$ cat config.mk
export PLATFORM = sky130hd
export DESIGN_NAME = tmdec_top
export DESIGN_NICKNAME = d
export VERILOG_FILES = /design/src/rtl/tmdec_pkg.sv /design/src/rtl/tmdec_strobe.sv /design/src/rtl/tmdec_cells.sv /design/src/rtl/tmdec_top.sv
export SDC_FILE = /design/constraint.sdc
export NUM_CORES = 2
export LEC_CHECK = 0
export ABC_AREA = 1
export ABC_CLOCK_PERIOD_IN_PS = 4700
export BUFFER_PORTS_ARGS = -buffer_cell sky130_fd_sc_hd__buf_2
export CORE_MARGIN = 2
export CORE_UTILIZATION = 55
export CTS_CLUSTER_SIZE = 10
export DETAILED_ROUTE_END_ITERATION = 12
export PLACE_DENSITY = 0.69
export SLEW_MARGIN = 30
export SYNTH_ARGS = -nofsm -noshare
export SYNTH_HDL_FRONTEND = slang
export SYNTH_SLANG_ARGS = --single-unit
$ cat constraint.sdc
create_clock -name clk -period 4.7 [get_ports clk]
set_clock_uncertainty 0.15 [all_clocks]
set_input_delay 0.47 -clock clk [delete_from_list [all_inputs] [get_ports clk]]
set_output_delay 0.47 -clock clk [all_outputs]
set_load 0.005 [all_outputs]
$ cat src/rtl/tmdec_pkg.sv
package tmdec_pkg;

    typedef enum logic [2:0] {
        CYC_IDLE       = 3'd0,
        CYC_ACCESS     = 3'd1,
        CYC_REFRESH    = 3'd2,
        CYC_TEST_ENTRY = 3'd3,
        CYC_ROW_ONLY   = 3'd4
    } cyc_e;

    // Compressed test mode merges 2**GRP_COL_BITS columns into one group
    localparam int GRP_COL_BITS = 2;
    localparam int GRP_COLS     = 1 << GRP_COL_BITS;

    typedef struct packed {
        logic go;
        logic wr;
    } acc_req_t;

    // All cells agree when the vector is all ones or all zeros
    function automatic logic all_agree(input logic [63:0] cells, input int n);
        logic ones;
        logic zeros;
        ones  = 1'b1;
        zeros = 1'b1;
        for (int i = 0; i < 64; i++) begin
            if (i < n) begin
                ones  = ones & cells[i];
                zeros = zeros & ~cells[i];
            end
        end
        return ones | zeros;
    endfunction

endpackage

$ cat src/rtl/tmdec_strobe.sv
module tmdec_strobe
    import tmdec_pkg::*;
#(
    parameter int AW     = 4,
    parameter int RFSH_W = 11
) (
    input  logic              clk,
    input  logic              rst,
    input  logic              ras_n,
    input  logic              cas_n,
    input  logic              we_n,
    input  logic [AW-1:0]     addr,
    output cyc_e              cyc,
    output logic              tm,
    output logic [RFSH_W-1:0] ctr,
    output logic [AW-1:0]     row,
    output acc_req_t          req
);

    logic ras_q, cas_q, col_seen_q;
    logic ras_fall, ras_rise;
    cyc_e cyc_q;

    assign ras_fall = ras_q & ~ras_n;
    assign ras_rise = ~ras_q & ras_n;

    always_comb begin
        req.go = (cyc_q == CYC_ACCESS) & cas_q & ~cas_n & ~ras_n & ~ras_q;
        req.wr = ~we_n;
    end

    always_ff @(posedge clk) begin
        if (rst) begin
            ras_q      <= 1'b1;
            cas_q      <= 1'b1;
            cyc_q      <= CYC_IDLE;
            tm         <= 1'b0;
            ctr        <= '0;
            row        <= '0;
            col_seen_q <= 1'b0;
        end else begin
            ras_q <= ras_n;
            cas_q <= cas_n;
            if (ras_fall) begin
                if (!cas_n) begin
                    ctr <= ctr + 1'b1;
                    if (!we_n) begin
                        cyc_q <= CYC_TEST_ENTRY;
                        tm    <= 1'b1;
                    end else begin
                        cyc_q <= CYC_REFRESH;
                        tm    <= 1'b0;
                    end
                end else begin
                    cyc_q      <= CYC_ACCESS;
                    row        <= addr;
                    col_seen_q <= 1'b0;
                end
            end else if (ras_rise) begin
                if (cyc_q == CYC_ACCESS && !col_seen_q) begin
                    cyc_q <= CYC_ROW_ONLY;
                    tm    <= 1'b0;
                end else begin
                    cyc_q <= CYC_IDLE;
                end
            end else begin
                if (cyc_q == CYC_ROW_ONLY) cyc_q <= CYC_IDLE;
                if (req.go) col_seen_q <= 1'b1;
            end
        end
    end

    assign cyc = cyc_q;

    // classification is held while the row strobe stays low
    p_hold_class_r2: assert property (@(posedge clk) disable iff (rst)
        (!ras_q && !ras_n) |=> (cyc_q == $past(cyc_q)));

    // write-enable refresh sets test mode
    p_enter_tm_r4: assert property (@(posedge clk) disable iff (rst)
        (ras_fall && !cas_n && !we_n) |=> tm);

    // plain refresh clears test mode
    p_exit_tm_r3: assert property (@(posedge clk) disable iff (rst)
        (ras_fall && !cas_n && we_n) |=> !tm);

    // counter advances by one on every refresh-class fall
    p_ctr_step_r5: assert property (@(posedge clk) disable iff (rst)
        (ras_fall && !cas_n) |=> (ctr == $past(ctr) + 1'b1));

    // access cycles leave the counter alone
    p_ctr_keep_r5: assert property (@(posedge clk) disable iff (rst)
        (ras_fall && cas_n) |=> $stable(ctr));

endmodule

$ cat src/rtl/tmdec_cells.sv
module tmdec_cells
    import tmdec_pkg::*;
#(
    parameter int AW   = 4,
    parameter int DQ_W = 4
) (
    input  logic            clk,
    input  logic            rst,
    input  logic            ras_n,
    input  acc_req_t        req,
    input  logic            tm,
    input  logic [AW-1:0]   row,
    input  logic [AW-1:0]   col,
    input  logic [DQ_W-1:0] din,
    output logic [DQ_W-1:0] dout,
    output logic            oe
);

    localparam int IDX_W  = 2 * AW;
    localparam int DEPTH  = 1 << IDX_W;
    localparam int GRP_W  = GRP_COLS * DQ_W;

    logic [DQ_W-1:0]  mem [DEPTH];
    logic [GRP_W-1:0] grp;
    logic [63:0]      grp_ext;
    logic             agree;
    logic             rd_tm_q;
    logic [IDX_W-1:0] idx;

    assign idx = {row, col};

    always_comb begin
        for (int k = 0; k < GRP_COLS; k++) begin
            grp[k*DQ_W +: DQ_W] =
                mem[{row, col[AW-1:GRP_COL_BITS], GRP_COL_BITS'(k)}];
        end
        grp_ext = 64'(grp);
        agree   = all_agree(grp_ext, GRP_W);
    end

    always_ff @(posedge clk) begin
        if (req.go && req.wr) begin
            if (tm) begin
                for (int k = 0; k < GRP_COLS; k++) begin
                    mem[{row, col[AW-1:GRP_COL_BITS], GRP_COL_BITS'(k)}] <= {DQ_W{din[0]}};
                end
            end else begin
                mem[idx] <= din;
            end
        end
    end

    always_ff @(posedge clk) begin
        if (rst) begin
            oe      <= 1'b0;
            dout    <= '0;
            rd_tm_q <= 1'b0;
        end else begin
            if (ras_n) oe <= 1'b0;
            if (req.go) begin
                if (req.wr) begin
                    oe <= 1'b0;
                end else begin
                    oe      <= 1'b1;
                    rd_tm_q <= tm;
                    dout    <= tm ? {DQ_W{agree}} : mem[idx];
                end
            end
        end
    end

    // data output released once the row strobe is high
    p_oe_release_r7: assert property (@(posedge clk) disable iff (rst)
        ras_n |=> !oe);

    // a test-mode read drives a uniform agreement word
    p_tm_word_r9: assert property (@(posedge clk) disable iff (rst)
        (oe && rd_tm_q) |-> ($countones(dout) == 0 || $countones(dout) == DQ_W));

endmodule

$ cat src/rtl/tmdec_top.sv
module tmdec_top
    import tmdec_pkg::*;
#(
    parameter int AW     = 4,
    parameter int DQ_W   = 4,
    parameter int RFSH_W = 11
) (
    input  logic              clk,
    input  logic              rst,
    input  logic              ras_n,
    input  logic              cas_n,
    input  logic              we_n,
    input  logic [AW-1:0]     addr,
    input  logic [DQ_W-1:0]   dq_in,
    output logic [DQ_W-1:0]   dq_out,
    output logic              dq_oe,
    output logic [2:0]        cyc_type,
    output logic              test_mode,
    output logic [RFSH_W-1:0] rfsh_row
);

    cyc_e          cyc;
    logic [AW-1:0] row;
    acc_req_t      req;

    tmdec_strobe #(.AW(AW), .RFSH_W(RFSH_W)) u_strobe (
        .clk   (clk),
        .rst   (rst),
        .ras_n (ras_n),
        .cas_n (cas_n),
        .we_n  (we_n),
        .addr  (addr),
        .cyc   (cyc),
        .tm    (test_mode),
        .ctr   (rfsh_row),
        .row   (row),
        .req   (req)
    );

    tmdec_cells #(.AW(AW), .DQ_W(DQ_W)) u_cells (
        .clk   (clk),
        .rst   (rst),
        .ras_n (ras_n),
        .req   (req),
        .tm    (test_mode),
        .row   (row),
        .col   (addr),
        .din   (dq_in),
        .dout  (dq_out),
        .oe    (dq_oe)
    );

    assign cyc_type = cyc;

endmodule

==> impl_summary.log <==
[metrics] global-route met3 utilization: 0.07605
[metrics] Fmax achieved: 280.2 MHz
[metrics] required time of the critical path: 4.95 ns
[metrics] input/output buffers: 32
[metrics] post-route core utilization: 0.6070
[metrics] critical path startpoint category: register
[metrics] detailed-routing iteration count for the pre-antenna-repair pass: 8
[metrics] critical setup path kind: reg2reg
[metrics] Slew Limit Fails: 0
[metrics] overflow left after global routing: 0
[metrics] final period utilization: 0.7594
[metrics] summed negative setup slack over all endpoints: 0 ns
[metrics] Crit Path Max Fanout: 8
[metrics] Max-cap violations: 0
[metrics] total via count in the routed design: 42.80k
[metrics] 1st-iter DRT viols: 5790
[metrics] die span in x: 311.0 µm
[metrics] CTS Root Cell: sky130_fd_sc_hd__clkbuf_16
[metrics] Floorplan Core Area: 0.09333 mm²
[metrics] type of the worst min-delay path: in2reg
[metrics] share of the yosys chip area belonging to registers: 0.6038
[metrics] post-synth net total: 6038
[metrics] top cell type by total area after synthesis: sky130_fd_sc_hd__edfxtp_1
[metrics] Avg Cell Area, Syn: 8.606 µm²
[metrics] Area Overhead vs Synth: 9.314%
[metrics] Top-Level Pins: 33
[metrics] warnings from Yosys: 0
[metrics] starting density of the core: 0.5553
[metrics] antenna violations before repair: 4
[metrics] filler cell count: 8155
[metrics] detail-routed via count per cell: 5.892
[metrics] pin count of the biggest net entering global routing: 117
[metrics] met2 GRT Util: 0.5171
[metrics] routed length per instance: 22.65 µm
[metrics] H-Tree Level Count: 3
[metrics] area used by sequential logic in the layout: 0.03129 mm²
[metrics] worst path arrival time: 3.82 ns
[metrics] post-synthesis cell area: 0.05183 mm²
[metrics] Post-DP HPWL: 106500 µm
[metrics] relative max-transition margin: 0.3614
[metrics] Final Critical Period: 3.569 ns
[metrics] TritonCTS buffer count: 118
[metrics] peak supply drop: 0.3130 mV
[metrics] total count of hold-check failures in the final report: 0
[metrics] GR Util All Layers: 0.3347
[metrics] total power divided by cell area: 357.0 mW/mm²
[metrics] Yosys top cell area share: 0.5933
[metrics] vias in the first global route: 39.64k
[metrics] non-filler instance count after layout: 7263
[metrics] Die Height: 311.0 µm
[metrics] slew at the pin with the worst max-slew slack: 0.9568 ns
[metrics] met1 Use GR: 0.4481
[metrics] DRC Markers: 0
[metrics] unrepaired setup endpoints after global routing: false
[metrics] Crit. End Element: register
[metrics] maximum buffer depth of the clock tree: 3
[metrics] net total in the final layout: 5972
[metrics] cells after synthesis: 6022
[metrics] antenna-violating nets left: 0
[metrics] Area contributors post-synth: sky130_fd_sc_hd__edfxtp_1 (59%), sky130_fd_sc_hd__nand2_1 (22%), sky130_fd_sc_hd__o21ai_0 (8.2%)
[metrics] total clock sinks: 1051
[metrics] number of cell rows: 112
[metrics] Clk pin slew, worst setup/hold paths: 0.06 ns
[metrics] DP Cell Count: 7084
[metrics] busiest layer in global routing: met2
[metrics] cts repair resizes: 0
[metrics] clock latency at the later pin of the worst-skew pair: 0.74 ns
[metrics] unique cell type count in the Yosys netlist: 33
[metrics] fraction of final layout cells with drive strength greater than 1: 0.05443
[metrics] final weighted congestion in routability-driven placement: 0.9973
[metrics] result of the run: finished, final reports clean
[metrics] flip-flop and latch count after synthesis: 1051
[metrics] footprint of the multi-input gates: 0.01877 mm²
[metrics] final count of negative-setup-slack endpoints: 0
[metrics] wire length of the first global-routing pass: 242200 µm
[metrics] CTS tree: done
[metrics] total die area: 0.09670 mm²
[metrics] Detailed Route WL: 164500 µm
[metrics] Static Leakage: 23.46 nW
sequential cells by signal, summed over array words and instances (netlist names):
register / cells
u_strobe.ctr: 11
u_strobe.ras_q: 1
u_cells.dout: 4
u_strobe.col_seen_q: 1
u_strobe.cyc: 3
u_strobe.cas_q: 1
u_strobe.row: 4
u_strobe.tm: 1
u_cells.oe: 1
u_cells.mem: 1024
cells in the mapped netlist (all sizes together):
master      n
nand2    3092
edfxtp   1024
o21ai     900
nor2      324
buf       200
clkbuf    147
nand3     136
inv        67
a21oi      41
nand4      36
dfxtp      27
o22ai       6
nor3        5
clkinv      4
ha          3
nor4        3
nor3b       2
a2111oi     1
a21boi      1
and3        1
o211ai      1
o21bai      1
cells by family (layout without fill, tap and decap cells):
logic type	Yosys count	count (layout)	share of synthesized area
and+or+nand+nor	3599	3599	0.2671
DFF	1051	1051	0.6038
AOI/OAI and AO/OA	951	951	0.09249
buffers and inverters	418	404	0.03592
adders and majority gates	3	3	0.0007243
other	0	1	0
cell type report:
cell class	instances	area share
flip-flops and latches	1051	0.5523
multi-input cells	4553	0.3313
clock buffers	161	0.05572
well taps	1254	0.02769
repair buffers	161	0.02566
inverters	71	0.005499
clock inverters	11	0.001723
diodes	1	0.00004417
power breakdown:
part | switching (mW) | internal, mW
combinational | 1.30 | 0.418
sequential | 0.00865 | 10.3
clock | 3.57 | 4.64
total | 4.88 | 15.3
worst max-delay path, stage by stage, from the launching register on:
cell and delay (ns):
sky130_fd_sc_hd__dfxtp_1 0.36, sky130_fd_sc_hd__inv_1 0.08, sky130_fd_sc_hd__nor3_2 0.10, sky130_fd_sc_hd__nand3_1 0.10, sky130_fd_sc_hd__nor2_1 0.14, sky130_fd_sc_hd__nand2_1 0.08, sky130_fd_sc_hd__nor2_1 0.25, sky130_fd_sc_hd__nand2_1 0.50
sky130_fd_sc_hd__nor2_1 0.69, sky130_fd_sc_hd__nand2_1 0.47, sky130_fd_sc_hd__nand2_1 0.31
per-layer routing:
| layer | up-vias | part of all wire |
|---|---|---|
| met1 | 19785 | 0.38 |
| li1 | 19970 | - |
| met3 | 473 | 0.12 |
| met2 | 2559 | 0.45 |
| met5 | - | 0.00042 |
| met4 | 10 | 0.055 |
through the flow:
| stage | total power, mW | worst slack, ns | hold WS, ns | cell area (µm²) |
|---|---|---|---|---|
| after floorplan | 11.50 | 2.332 | 0.2964 | 51830 |
| after global placement | 12.12 | 1.038 | 0.2933 | 53330 |
| after detailed placement | 12.14 | 0.9624 | 0.2939 | 53340 |
| after CTS | 20.16 | 1.264 | 0.1654 | 56650 |
| after global routing | 20.72 | 0.9998 | 0.1730 | 56650 |
| final | 20.22 | 1.131 | 0.1780 | 56650 |
path summary, 6_finish.rpt:
| check | cells past startpoint | slack [ns] | from | endpoint |
|---|---|---|---|---|
| setup / recovery | 10 | 1.13 | u_strobe.cyc[0] | u_cells.mem[231][2] |
| hold / removal | 1 | 0.18 | dq_in[0] | u_cells.mem[236][0] |
| setup reg to reg | 10 | 1.13 | u_strobe.cyc[0] | u_cells.mem[231][2] |
| hold reg to reg | 1 | 0.32 | u_strobe.ctr[10] | u_strobe.ctr[10] |
cell usage in the layout (no fill, tap or decap), types with 41 or more instances in the layout:
master,netlist,final
sky130_fd_sc_hd__edfxtp_1,1024,1024
sky130_fd_sc_hd__clkbuf_1,147,41
sky130_fd_sc_hd__nor2_1,313,296
sky130_fd_sc_hd__buf_4,19,101
sky130_fd_sc_hd__clkbuf_16,0,120
sky130_fd_sc_hd__nand2_1,3087,3087
sky130_fd_sc_hd__o21ai_1,55,55
sky130_fd_sc_hd__inv_1,63,60
sky130_fd_sc_hd__o21ai_0,845,845
sky130_fd_sc_hd__nand3_1,136,136
what timing repair did:
item | 4_1_cts | 5_1_grt
setup buffers | 0 | 0
hold buffers | 6 | 0
endpoints found under the hold margin | 13 | 0
Note: power is estimated with default switching activity, not from simulation.
